$ cat config.mk
export PLATFORM = sky130hd
export DESIGN_NAME = serial_tx_port
export DESIGN_NICKNAME = d
export VERILOG_FILES = /design/src/rtl/serial_tx_pkg.sv /design/src/rtl/serial_tx_baud.sv /design/src/rtl/serial_tx_shift.sv /design/src/rtl/serial_tx_port.sv
export SDC_FILE = /design/constraint.sdc
export NUM_CORES = 1
export LEC_CHECK = 0
export BUFFER_PORTS_ARGS = -buffer_cell sky130_fd_sc_hd__buf_2
export CELL_PAD_IN_SITES_DETAIL_PLACEMENT = 0
export CELL_PAD_IN_SITES_GLOBAL_PLACEMENT = 1
export CORE_ASPECT_RATIO = 0.5
export CORE_MARGIN = 5
export CORE_UTILIZATION = 37
export CTS_CLUSTER_DIAMETER = 150
export DETAILED_ROUTE_END_ITERATION = 10
export PLACE_DENSITY_LB_ADDON = 0.1
export SETUP_SLACK_MARGIN = 0.15
export SYNTH_ARGS = -nofsm -noshare
export SYNTH_HDL_FRONTEND = slang
export SYNTH_SLANG_ARGS = --single-unit
$ cat constraint.sdc
create_clock -name clk -period 13.1 [get_ports clk]
set_input_delay 3.275 -clock clk [delete_from_list [all_inputs] [get_ports clk]]
set_output_delay 3.275 -clock clk [all_outputs]
set_load 0.03 [all_outputs]
$ cat src/rtl/serial_tx_pkg.sv
package serial_tx_pkg;

  localparam int FRAME_MAX = 13;
  localparam int LEN_W     = 4;

  localparam logic [2:0] ADR_STAT = 3'd0;
  localparam logic [2:0] ADR_CTLB = 3'd1;
  localparam logic [2:0] ADR_CTLC = 3'd2;
  localparam logic [2:0] ADR_DIVL = 3'd3;
  localparam logic [2:0] ADR_DIVH = 3'd4;
  localparam logic [2:0] ADR_DATA = 3'd5;

  // number of data bits for a 3-bit size code
  function automatic logic [3:0] data_count(input logic [2:0] code);
    if (code < 3'd4) return 4'(code) + 4'd5;
    return 4'd9;
  endfunction

  // frame image, bit 0 goes out first, unused upper bits are idle ones
  function automatic logic [FRAME_MAX-1:0] frame_image(input logic [8:0] d,
                                                       input logic [3:0] n,
                                                       input logic [1:0] pm);
    logic [FRAME_MAX-1:0] f;
    logic                 p;
    f    = '1;
    f[0] = 1'b0;
    p    = 1'b0;
    for (int i = 0; i < 9; i++) begin
      if (i < int'(n)) begin
        f[i+1] = d[i];
        p      = p ^ d[i];
      end
    end
    if (pm == 2'd2)      f[int'(n)+1] = p;
    else if (pm == 2'd3) f[int'(n)+1] = ~p;
    return f;
  endfunction

  function automatic logic [LEN_W-1:0] frame_length(input logic [3:0] n,
                                                    input logic [1:0] pm,
                                                    input logic       two);
    return LEN_W'(4'd1 + n + {3'd0, pm[1]} + (two ? 4'd2 : 4'd1));
  endfunction

endpackage

$ cat src/rtl/serial_tx_baud.sv
module serial_tx_baud #(
  parameter int PER_W = 21
) (
  input  logic             clk,
  input  logic             rst,
  input  logic             restart,
  input  logic [PER_W-1:0] period,
  output logic             tick
);
  logic [PER_W-1:0] cnt_q;
  logic [PER_W-1:0] last;

  assign last = period - PER_W'(1);
  assign tick = (cnt_q >= last);

  always_ff @(posedge clk) begin
    if (rst || restart)  cnt_q <= '0;
    else if (tick)       cnt_q <= '0;
    else                 cnt_q <= cnt_q + PER_W'(1);
  end
endmodule

$ cat src/rtl/serial_tx_shift.sv
module serial_tx_shift #(
  parameter int FRAME_MAX = 13,
  parameter int LEN_W     = 4
) (
  input  logic                 clk,
  input  logic                 rst,
  input  logic                 enable,
  input  logic                 load,
  input  logic [FRAME_MAX-1:0] frame_in,
  input  logic [LEN_W-1:0]     len_in,
  input  logic                 tick,
  output logic                 line,
  output logic                 busy,
  output logic                 done
);
  logic [FRAME_MAX-1:0] shreg_q;
  logic [LEN_W-1:0]     left_q;

  always_ff @(posedge clk) begin
    if (rst || !enable) begin
      line    <= 1'b1;
      busy    <= 1'b0;
      done    <= 1'b0;
      shreg_q <= '1;
      left_q  <= '0;
    end else begin
      done <= 1'b0;
      if (load) begin
        line    <= frame_in[0];
        shreg_q <= {1'b1, frame_in[FRAME_MAX-1:1]};
        left_q  <= len_in - LEN_W'(1);
        busy    <= 1'b1;
      end else if (busy && tick) begin
        if (left_q == '0) begin
          busy <= 1'b0;
          done <= 1'b1;
          line <= 1'b1;
        end else begin
          line    <= shreg_q[0];
          shreg_q <= {1'b1, shreg_q[FRAME_MAX-1:1]};
          left_q  <= left_q - LEN_W'(1);
        end
      end
    end
  end
endmodule

$ cat src/rtl/serial_tx_port.sv
module serial_tx_port
  import serial_tx_pkg::*;
#(
  parameter int DIV_W = 16
) (
  input  logic       clk,
  input  logic       rst,
  input  logic [2:0] reg_addr,
  input  logic       reg_wr,
  input  logic [7:0] reg_wdata,
  output logic [7:0] reg_rdata,
  input  logic       txc_ack,
  output logic       tx_out,
  output logic       irq_empty,
  output logic       irq_done
);
  localparam int HI_W  = DIV_W - 8;
  localparam int PER_W = DIV_W + 5;

  logic [7:0]      ctl_b_q, ctl_c_q, div_lo_q;
  logic [HI_W-1:0] div_hi_q;
  logic            txc_q, dre_q, dbl_q, mpc_q;
  logic [7:0]      hold_q;
  logic            hold_full_q;

  logic                 txen, load_now, data_wr, shift_busy, shift_done, tick;
  logic [PER_W-1:0]     period;
  logic [DIV_W-1:0]     divisor;
  logic [3:0]           nbits;
  logic [FRAME_MAX-1:0] frame;
  logic [LEN_W-1:0]     flen;
  logic                 wr_stat, wr_ctlb;

  assign txen     = ctl_b_q[3];
  assign divisor  = {div_hi_q, div_lo_q};
  assign period   = (PER_W'(divisor) + PER_W'(1)) << (dbl_q ? 3 : 4);
  assign load_now = txen && hold_full_q && !shift_busy;
  assign data_wr  = reg_wr && (reg_addr == ADR_DATA) && txen;
  assign wr_stat  = reg_wr && (reg_addr == ADR_STAT);
  assign wr_ctlb  = reg_wr && (reg_addr == ADR_CTLB);
  assign nbits    = data_count({ctl_b_q[2], ctl_c_q[2:1]});
  assign frame    = frame_image({ctl_b_q[0], hold_q}, nbits, ctl_c_q[5:4]);
  assign flen     = frame_length(nbits, ctl_c_q[5:4], ctl_c_q[3]);

  // register file
  always_ff @(posedge clk) begin
    if (rst) begin
      ctl_b_q     <= 8'h00;
      ctl_c_q     <= 8'h06;
      div_lo_q    <= 8'h00;
      div_hi_q    <= '0;
      txc_q       <= 1'b0;
      dre_q       <= 1'b1;
      dbl_q       <= 1'b0;
      mpc_q       <= 1'b0;
      hold_q      <= 8'h00;
      hold_full_q <= 1'b0;
    end else begin
      if (wr_stat) begin
        dbl_q <= reg_wdata[1];
        mpc_q <= reg_wdata[0];
      end
      if (wr_ctlb)                                 ctl_b_q  <= reg_wdata & 8'hFD;
      if (reg_wr && (reg_addr == ADR_CTLC))        ctl_c_q  <= reg_wdata;
      if (reg_wr && (reg_addr == ADR_DIVL))        div_lo_q <= reg_wdata;
      if (reg_wr && (reg_addr == ADR_DIVH))        div_hi_q <= reg_wdata[HI_W-1:0];

      // transmit-done: set wins over clear
      if (shift_done && !hold_full_q)              txc_q <= 1'b1;
      else if (txc_ack || (wr_stat && reg_wdata[6])) txc_q <= 1'b0;

      // holding buffer and buffer-empty flag
      if (data_wr) begin
        hold_q      <= reg_wdata;
        hold_full_q <= 1'b1;
        dre_q       <= 1'b0;
      end else if (load_now) begin
        hold_full_q <= 1'b0;
        dre_q       <= 1'b1;
      end else if (!txen) begin
        hold_full_q <= 1'b0;
      end
      if (wr_ctlb && reg_wdata[3] && !txen)        dre_q <= 1'b1;
    end
  end

  // registered read port and interrupt requests
  always_ff @(posedge clk) begin
    if (rst) begin
      reg_rdata <= 8'h00;
      irq_empty <= 1'b0;
      irq_done  <= 1'b0;
    end else begin
      irq_empty <= dre_q && ctl_b_q[5];
      irq_done  <= txc_q && ctl_b_q[6];
      unique case (reg_addr)
        ADR_STAT: reg_rdata <= {1'b0, txc_q, dre_q, 3'b000, dbl_q, mpc_q};
        ADR_CTLB: reg_rdata <= ctl_b_q;
        ADR_CTLC: reg_rdata <= ctl_c_q;
        ADR_DIVL: reg_rdata <= div_lo_q;
        ADR_DIVH: reg_rdata <= 8'(div_hi_q);
        default:  reg_rdata <= 8'h00;
      endcase
    end
  end

  serial_tx_baud #(.PER_W(PER_W)) u_baud (
    .clk     (clk),
    .rst     (rst),
    .restart (load_now),
    .period  (period),
    .tick    (tick)
  );

  serial_tx_shift #(.FRAME_MAX(FRAME_MAX), .LEN_W(LEN_W)) u_shift (
    .clk      (clk),
    .rst      (rst),
    .enable   (txen),
    .load     (load_now),
    .frame_in (frame),
    .len_in   (flen),
    .tick     (tick),
    .line     (tx_out),
    .busy     (shift_busy),
    .done     (shift_done)
  );
endmodule

# Yosys cells after proc, flatten, opt, wreduce, memory -nomap -nowiden
# Cells that the tools add are included.
[word_totals] ff_bits=94 inputBits=15 out_inout_bits=11 elab_cells=146
[op_classes] n_reduce_logical=34 eq_ne=9 n_lt_le_gt_ge=13 bitwise_logic=10 n_mux=50 n_addsub=10 shift=1
[ops] op="8-bit case mux with 5 select lines" n=1
[ops] op="12-bit two-way mux" n=3
[ops] op="1-bit two-way mux" n=34
[ops] op="13-bit bitwise mux" n=2
[ops] op="13-bit two-way mux" n=2
[ops] op="21-bit by 1-bit adder with 21-bit output (second input constant)" n=1
[ops] op="21-bit >= comparator" n=1
[ops] op="17-bit by 3-bit << shifter with 21-bit output" n=1
[ops] op="21-bit by 1-bit subtractor with 21-bit output (second input constant)" n=1
[ops] op="4-bit two-way mux" n=5
[ops] op="16-bit by 1-bit adder with 17-bit output (second input constant)" n=1
[ops] op="1-bit logical AND" n=17
[ops] op="3-bit by 4-bit less-than comparator with 1-bit output (first input constant)" n=4
[ops] op="1-bit by 4-bit less-than comparator with 1-bit output (first input constant)" n=2
[ops] op="2-bit by 4-bit less-than comparator with 1-bit output (first input constant)" n=2
[ops] op="2-bit nonzero test" n=4
[ops] op="4-bit by 1-bit subtractor with 4-bit output (second input constant)" n=2
[ops] op="1-bit XOR" n=8
[ops] op="3-bit by 2-bit == test with 1-bit output (second input constant)" n=2
[ops] op="3-bit == test (second input constant)" n=2
[ops] op="4-bit by 1-bit adder with 5-bit output (second input constant)" n=1
[ops] op="5-bit by 1-bit >= comparator with 1-bit output (second input constant)" n=1
[ops] op="5-bit less-than comparator (second input constant)" n=1
[ops] op="1-bit by 4-bit adder with 4-bit output (first input constant)" n=1
[ops] op="other kinds (20)" n=28

# Logic depth before layout (Yosys ltp)
[depth] ltp_word=26 ltp_mapped=25 depth_no_buf=19

# By module
# From an unflattened synthesis, not the netlist that was laid out.
[hier_totals] cells_unflattened=814 hier_area_um2=6263.5
[by_module_without_submodules] mod="serial_tx_port" seq_area_each_um2=1081.0 cells_each=487 instances=1 area_each_um2=3479.6
[by_module_without_submodules] mod="serial_tx_baud" seq_area_each_um2=420.4 cells_each=211 instances=1 area_each_um2=1762.9
[by_module_without_submodules] mod="serial_tx_shift" seq_area_each_um2=380.4 cells_each=116 instances=1 area_each_um2=1021.0

# Worst setup path after synthesis
# OpenSTA, ideal clock, no wires.
[synth_timing] path_kind="register -> register" from="register dbl_q" to="register u_shift.left_q[3]" arrival_time_ns=5.216 path_stages_with_launch=24 required_ns=13.009 path_slack_ns=7.793 cell_sequence="dfxtp_1 -> buf_2 -> buf_2 -> buf_2 -> buf_2 -> clkbuf_1 -> buf_1 -> nor2_1 -> a21oi_1 -> ha_1 -> o2111ai_1 -> or3_1 -> nor2b_2 -> or3b_1 -> nor3b_2 -> xnor2_1 -> ha_1 -> nand4_1 -> nor3_1 -> a221oi_1 -> a31o_2 -> or4_1 -> or3_1 -> a311oi_1"
[synth_between] elab_chain_len=7
[synth_rtl] element="start: declaration" line_no="serial_tx_port.sv:22" source="logic txc_q, dre_q, dbl_q, mpc_q;"
[synth_rtl] element="start signal: assignment" line_no="serial_tx_port.sv:60" source="dbl_q <= reg_wdata[1];"
[synth_rtl] element="3-bit two-way mux" line_no="serial_tx_port.sv:36" source="assign period = (PER_W'(divisor) + PER_W'(1)) << (dbl_q ? 3 : 4);"
[synth_rtl] element="17-bit by 3-bit << shifter with 21-bit output" line_no="serial_tx_port.sv:36"
[synth_rtl] element="21-bit by 1-bit subtractor with 21-bit output" line_no="serial_tx_baud.sv:13" source="assign last = period - PER_W'(1);"
[synth_rtl] element="21-bit >= comparator" line_no="serial_tx_baud.sv:14" source="assign tick = (cnt_q >= last);"
[synth_rtl] element="1-bit logical AND" line_no="serial_tx_shift.sv:33" source="end else if (busy && tick) begin"
[synth_rtl] element="2-bit nonzero test (no line)"
[synth_rtl] element="2-bit AND reduction (no line)"
[synth_rtl] element="end signal: assignment" line_no="serial_tx_shift.sv:31" source="left_q <= len_in - LEN_W'(1);"
[synth_rtl] element="end signal: assignment" line_no="serial_tx_shift.sv:41" source="left_q <= left_q - LEN_W'(1);"
[synth_rtl] element="end: declaration" line_no="serial_tx_shift.sv:17" source="logic [LEN_W-1:0] left_q;"
# No other way between the ends.
# A chain may end at the register's enable or synchronous reset.

# Worst setup path in the final report
[layout_timing] from="register div_lo_q[0]" to="register u_shift.shreg_q[9]"
[layout_between] elab_chain_len=7
[layout_rtl] element="start: declaration" line_no="serial_tx_port.sv:20" source="logic [7:0] ctl_b_q, ctl_c_q, div_lo_q;"
[layout_rtl] element="start signal: assignment" line_no="serial_tx_port.sv:65" source="if (reg_wr && (reg_addr == ADR_DIVL)) div_lo_q <= reg_wdata;"
[layout_rtl] element="16-bit by 1-bit adder with 17-bit output" line_no="serial_tx_port.sv:36"
[layout_rtl] element="17-bit by 3-bit << shifter with 21-bit output" line_no="serial_tx_port.sv:36"
[layout_rtl] element="21-bit by 1-bit subtractor with 21-bit output" line_no="serial_tx_baud.sv:13"
[layout_rtl] element="21-bit >= comparator" line_no="serial_tx_baud.sv:14"
[layout_rtl] element="1-bit logical AND" line_no="serial_tx_shift.sv:33"
[layout_rtl] element="2-bit nonzero test (no line)"
[layout_rtl] element="2-bit AND reduction (no line)"
[layout_rtl] element="end signal: assignment" line_no="serial_tx_shift.sv:30" source="shreg_q <= {1'b1, frame_in[FRAME_MAX-1:1]};"
[layout_rtl] element="end signal: assignment" line_no="serial_tx_shift.sv:40" source="shreg_q <= {1'b1, shreg_q[FRAME_MAX-1:1]};"
[layout_rtl] element="end: declaration" line_no="serial_tx_shift.sv:16" source="logic [FRAME_MAX-1:0] shreg_q;"
# No other way between the ends.

==> impl_metrics.toml <==
[clock_network]
post_cts_resize_count = 0
cts_tree = "yes"
cts_inserted_buffers = 9
cts_hold_buf = 0
cts_post_setup_buffers_inserted = 0
cts_max_level = 3
clkLatencyLatePin_ns = 0.36
ctsRootBufferMaster = "clkbuf_16"
clock_sink_count = 94
cts.reportedPaths.clkPinSlew_ns = 0.08
cts.path.max_buffers = 2

[timing]
minimum_clock_period_after_layout_ns = 5.387
fin_skew_ns = 0.01676
hold_viol_final = 0
rsz_0062_raised_after_global_routing = "false"
timing.hold.ws_ns = 0.4590
max_freq_ghz = 0.1856
min_period_over_period = 0.4113
timing.final.max_slew_violations = 0
count_of_final_setup_violators = 0
headroom_to_the_max_slew_limit = 0.3286
worst_pin_slew_ns = 1.003
tns_ns = 0
setup_slack_ns = 7.713

[floorplan]
die_height_um = 99.41
boundaryPins = 26
die_area_um2 = 18770
standard_cell_rows = 32
floorplan.die.width_um = 188.8
initial_utilization = 0.3808
standard_cell_core_area_um2 = 15530

[layout]
drive_gt1_frac = 0.07542
mostFrequentLayoutCell = "nand2_1"
final.fill_count = 1605
postLayoutCellArea_um2 = 6424
finish.net_count = 809
syn2layout_area_growth_pct = 8.587
layout.cells.non_filler = 974
final_cell_mix = "nand2_1 (109), dfxtp_1 (94), nor2_1 (92)"

[power_and_ir_drop]
combinationalPowerShare = 0.086
internal_power_uw = 441.1
switching_share = 0.2797
clock_power_share = 0.433
max-vdd-ir-drop_mv = 0.05804
p_leak_uw = 0.002297
switchingPower_uw = 171.3
p_seq_frac = 0.482
p_per_area_nw_per_um2 = 95.33

[detailed_routing]
wl_met3_um = 477
dr.pass1.iters = 7
number_of_vias_after_detailed_routing = 5329
antenna_violating_nets_post_route = 0
wirelength_um = 16230
dr_drc_count = 0
detail_route.vias_per_cell = 5.471
highest-signal-layer = "met4"
route.met2.wl_um = 7309
routedLengthMet1_um = 8292
drt_iter0_markers = 244
wl_per_cell_um = 16.67

[critical_path]
crit_reg_reg_endpoint = "u_shift.shreg_q[9]"
crit_path_max_fanout = 13
worst_setup_sp_type = "flop"
endpoint_kind = "flop"
crit_required_ns = 13.38
worstSetupPathType = "flop to flop"
worst-r2r-setup-slack_ns = 7.71
regToRegStartpoint = "div_lo_q[0]"
worst_r2r_path_depth = 18
worstPathArrival_ns = 5.67

[yosys]
post_synthesis_cell_area_um2 = 5916
post_synth_and_or_nand_nor_area_fraction = 0.2743
synth_xor_xnor_area_share = 0.07339
synthesis.area_per_instance_um2 = 7.683
synth-warning-count = 0
synth_compound_area_frac = 0.1775
yosys_register_bits = 94
yosys.cell_types.count = 69
synth.area.mux_share = 0.04484
synth_enable_flop_cells = 0
synth_top_family_by_area = "simple AND/OR/NAND/NOR gates"
synth_cells = 770
post_synth_adder_cell_area = 0.06599
synthArstFlopShare = 0
postSynth.topFlopCell = "dfxtp_1"
synth_sequential_area_ratio = 0.3181

[placement]
io_buffers = 25
dp.final_hpwl_um = 11840
placedCellCount = 957
postPlaceCellArea_um2 = 6130
globalplace.congestion = 0.7885
dpl_worst_slack_ns = 7.691

[worst_hold_path]
holdCritStartpoint = "u_shift.done"
min_path_cells = 2
worst_hold_path_endpoint = "txc_q"
hold_crit_class = "flop to flop"

[global_route]
grt_antenna_before_repair = 0
grt.overflow.total = 0
global_route_wire_length_before_repair_um = 26210
vias_in_the_first_global_route = 4815
grt_start_max_net_pins = 55
grt_util_all_layers = 0.1720

[status]
status = "complete, no violations"

[run]
cap_viol_max_count = 0
## cell families (layout without fill, tap and decap cells)
family | Yosys count | in the layout
AO/OA/AOI/OAI | 166 | 166
other | 2 | 4
flip-flops | 94 | 94
AND/OR/NAND/NOR | 340 | 340
XOR/XNOR | 48 | 48
multiplexers | 26 | 26
buffers and inverters | 64 | 62
adder cells (fa/ha/maj) | 30 | 30
## Yosys cell counts (3+ instances only)
master	instances	share of area
nand2_1	109	0.069
dfxtp_1	94	0.32
nor2_1	92	0.058
a21oi_1	53	0.045
o21ai_0	34	0.029
nand3_1	30	0.025
clkbuf_1	29	0.018
ha_1	28	0.059
xor2_1	25	0.037
mux2i_1	22	0.037
xnor2_1	22	0.033
nor3_1	21	0.018
a31oi_1	17	0.018
inv_1	17	0.011
nand4_1	13	0.014
nand2b_1	12	0.013
and3_1	10	0.011
buf_2	10	0.0085
or3_1	9	0.0095
nor2b_1	8	0.0085
nand3b_1	6	0.0076
nor3b_1	6	0.0076
a22oi_1	5	0.0063
a32oi_1	5	0.0074
buf_1	5	0.0032
o211ai_1	5	0.0063
o31ai_1	5	0.0063
a211oi_1	4	0.0051
a221oi_1	4	0.0059
mux2_2	4	0.0076
nor4_1	4	0.0042
o41ai_1	4	0.0059
and2_1	3	0.0032
nand3_2	3	0.0051
o21a_1	3	0.0038
o221ai_1	3	0.0044
o22ai_1	3	0.0032
## cell type report
type,count,area [µm²],area share
clock inverters,7,66.31,0.01032
diodes,1,2.502,0.0003896
inverters,17,63.81,0.009934
flip-flops and latches,94,1882,0.2929
multi-input cells,613,3774,0.5875
repair buffers,29,155.1,0.02415
clock buffers,9,225.2,0.03506
well taps,204,255.2,0.03974
## through the flow
| step | total power, µW | util |
|---|---|---|
| finish | 612.4 | 0.4135 |
| global route | 639.5 | 0.4133 |
| CTS | 620.3 | 0.4133 |
| detailed placement | 354.1 | 0.3946 |
| global placement | 353.9 | 0.3946 |
| floorplan | 338.2 | - |
## flip-flops by register name, summed over array words and instances, names as in the netlist, 7 cells and up
signal	count
ctl_c_q	8
hold_q	8
u_shift.shreg_q	12
u_baud.cnt_q	21
div_lo_q	8
ctl_b_q	7
reg_rdata	8
div_hi_q	8
## worst max-delay path, cell delays in order (launching register included)
cell and delay (ns):
dfxtp_1 0.58, ha_1 0.34, nand3_2 0.23, xnor2_1 0.24
mux2_2 0.31, or3_1 0.44, nor2b_2 0.21, or3b_1 0.39
nor3b_2 0.19, xnor2_1 0.09, ha_1 0.31, nand4_1 0.11
nor3_1 0.30, a221oi_1 0.17, a31o_2 0.36, nor2_1 0.62
or3_1 0.19, o21ai_0 0.07, o21ai_0 0.15
## power groups by stage
stage	logic (µW)	registers, µW	clock network (µW)
floorplan	39.5	299	0
detailed placement	52.4	302	0
CTS	52.6	295	273
global route	58.9	296	285
global placement	52.2	302	0
finish	52.4	295	265
## metal layers
metal / up-vias / GRT usage
met3: 10 / 0.03752
li1: 2728 / -
met2: 74 / 0.2766
met4: 0 / 0.03358
met5: - / 0
met1: 2517 / 0.2403
## how the worst max path moves through the flow
stage / start / slack (ns) / end
floorplan: dbl_q / 7.79 / u_shift.left_q[3]
global placement: div_lo_q[0] / 7.85 / u_shift.shreg_q[9]
detailed placement: div_lo_q[0] / 7.69 / u_shift.shreg_q[9]
CTS: div_lo_q[0] / 7.65 / u_shift.shreg_q[9]
global route: div_lo_q[0] / 7.25 / u_shift.shreg_q[9]
finish: div_lo_q[0] / 7.71 / u_shift.shreg_q[9]
No activity file was read; power rests on OpenSTA's default activity.
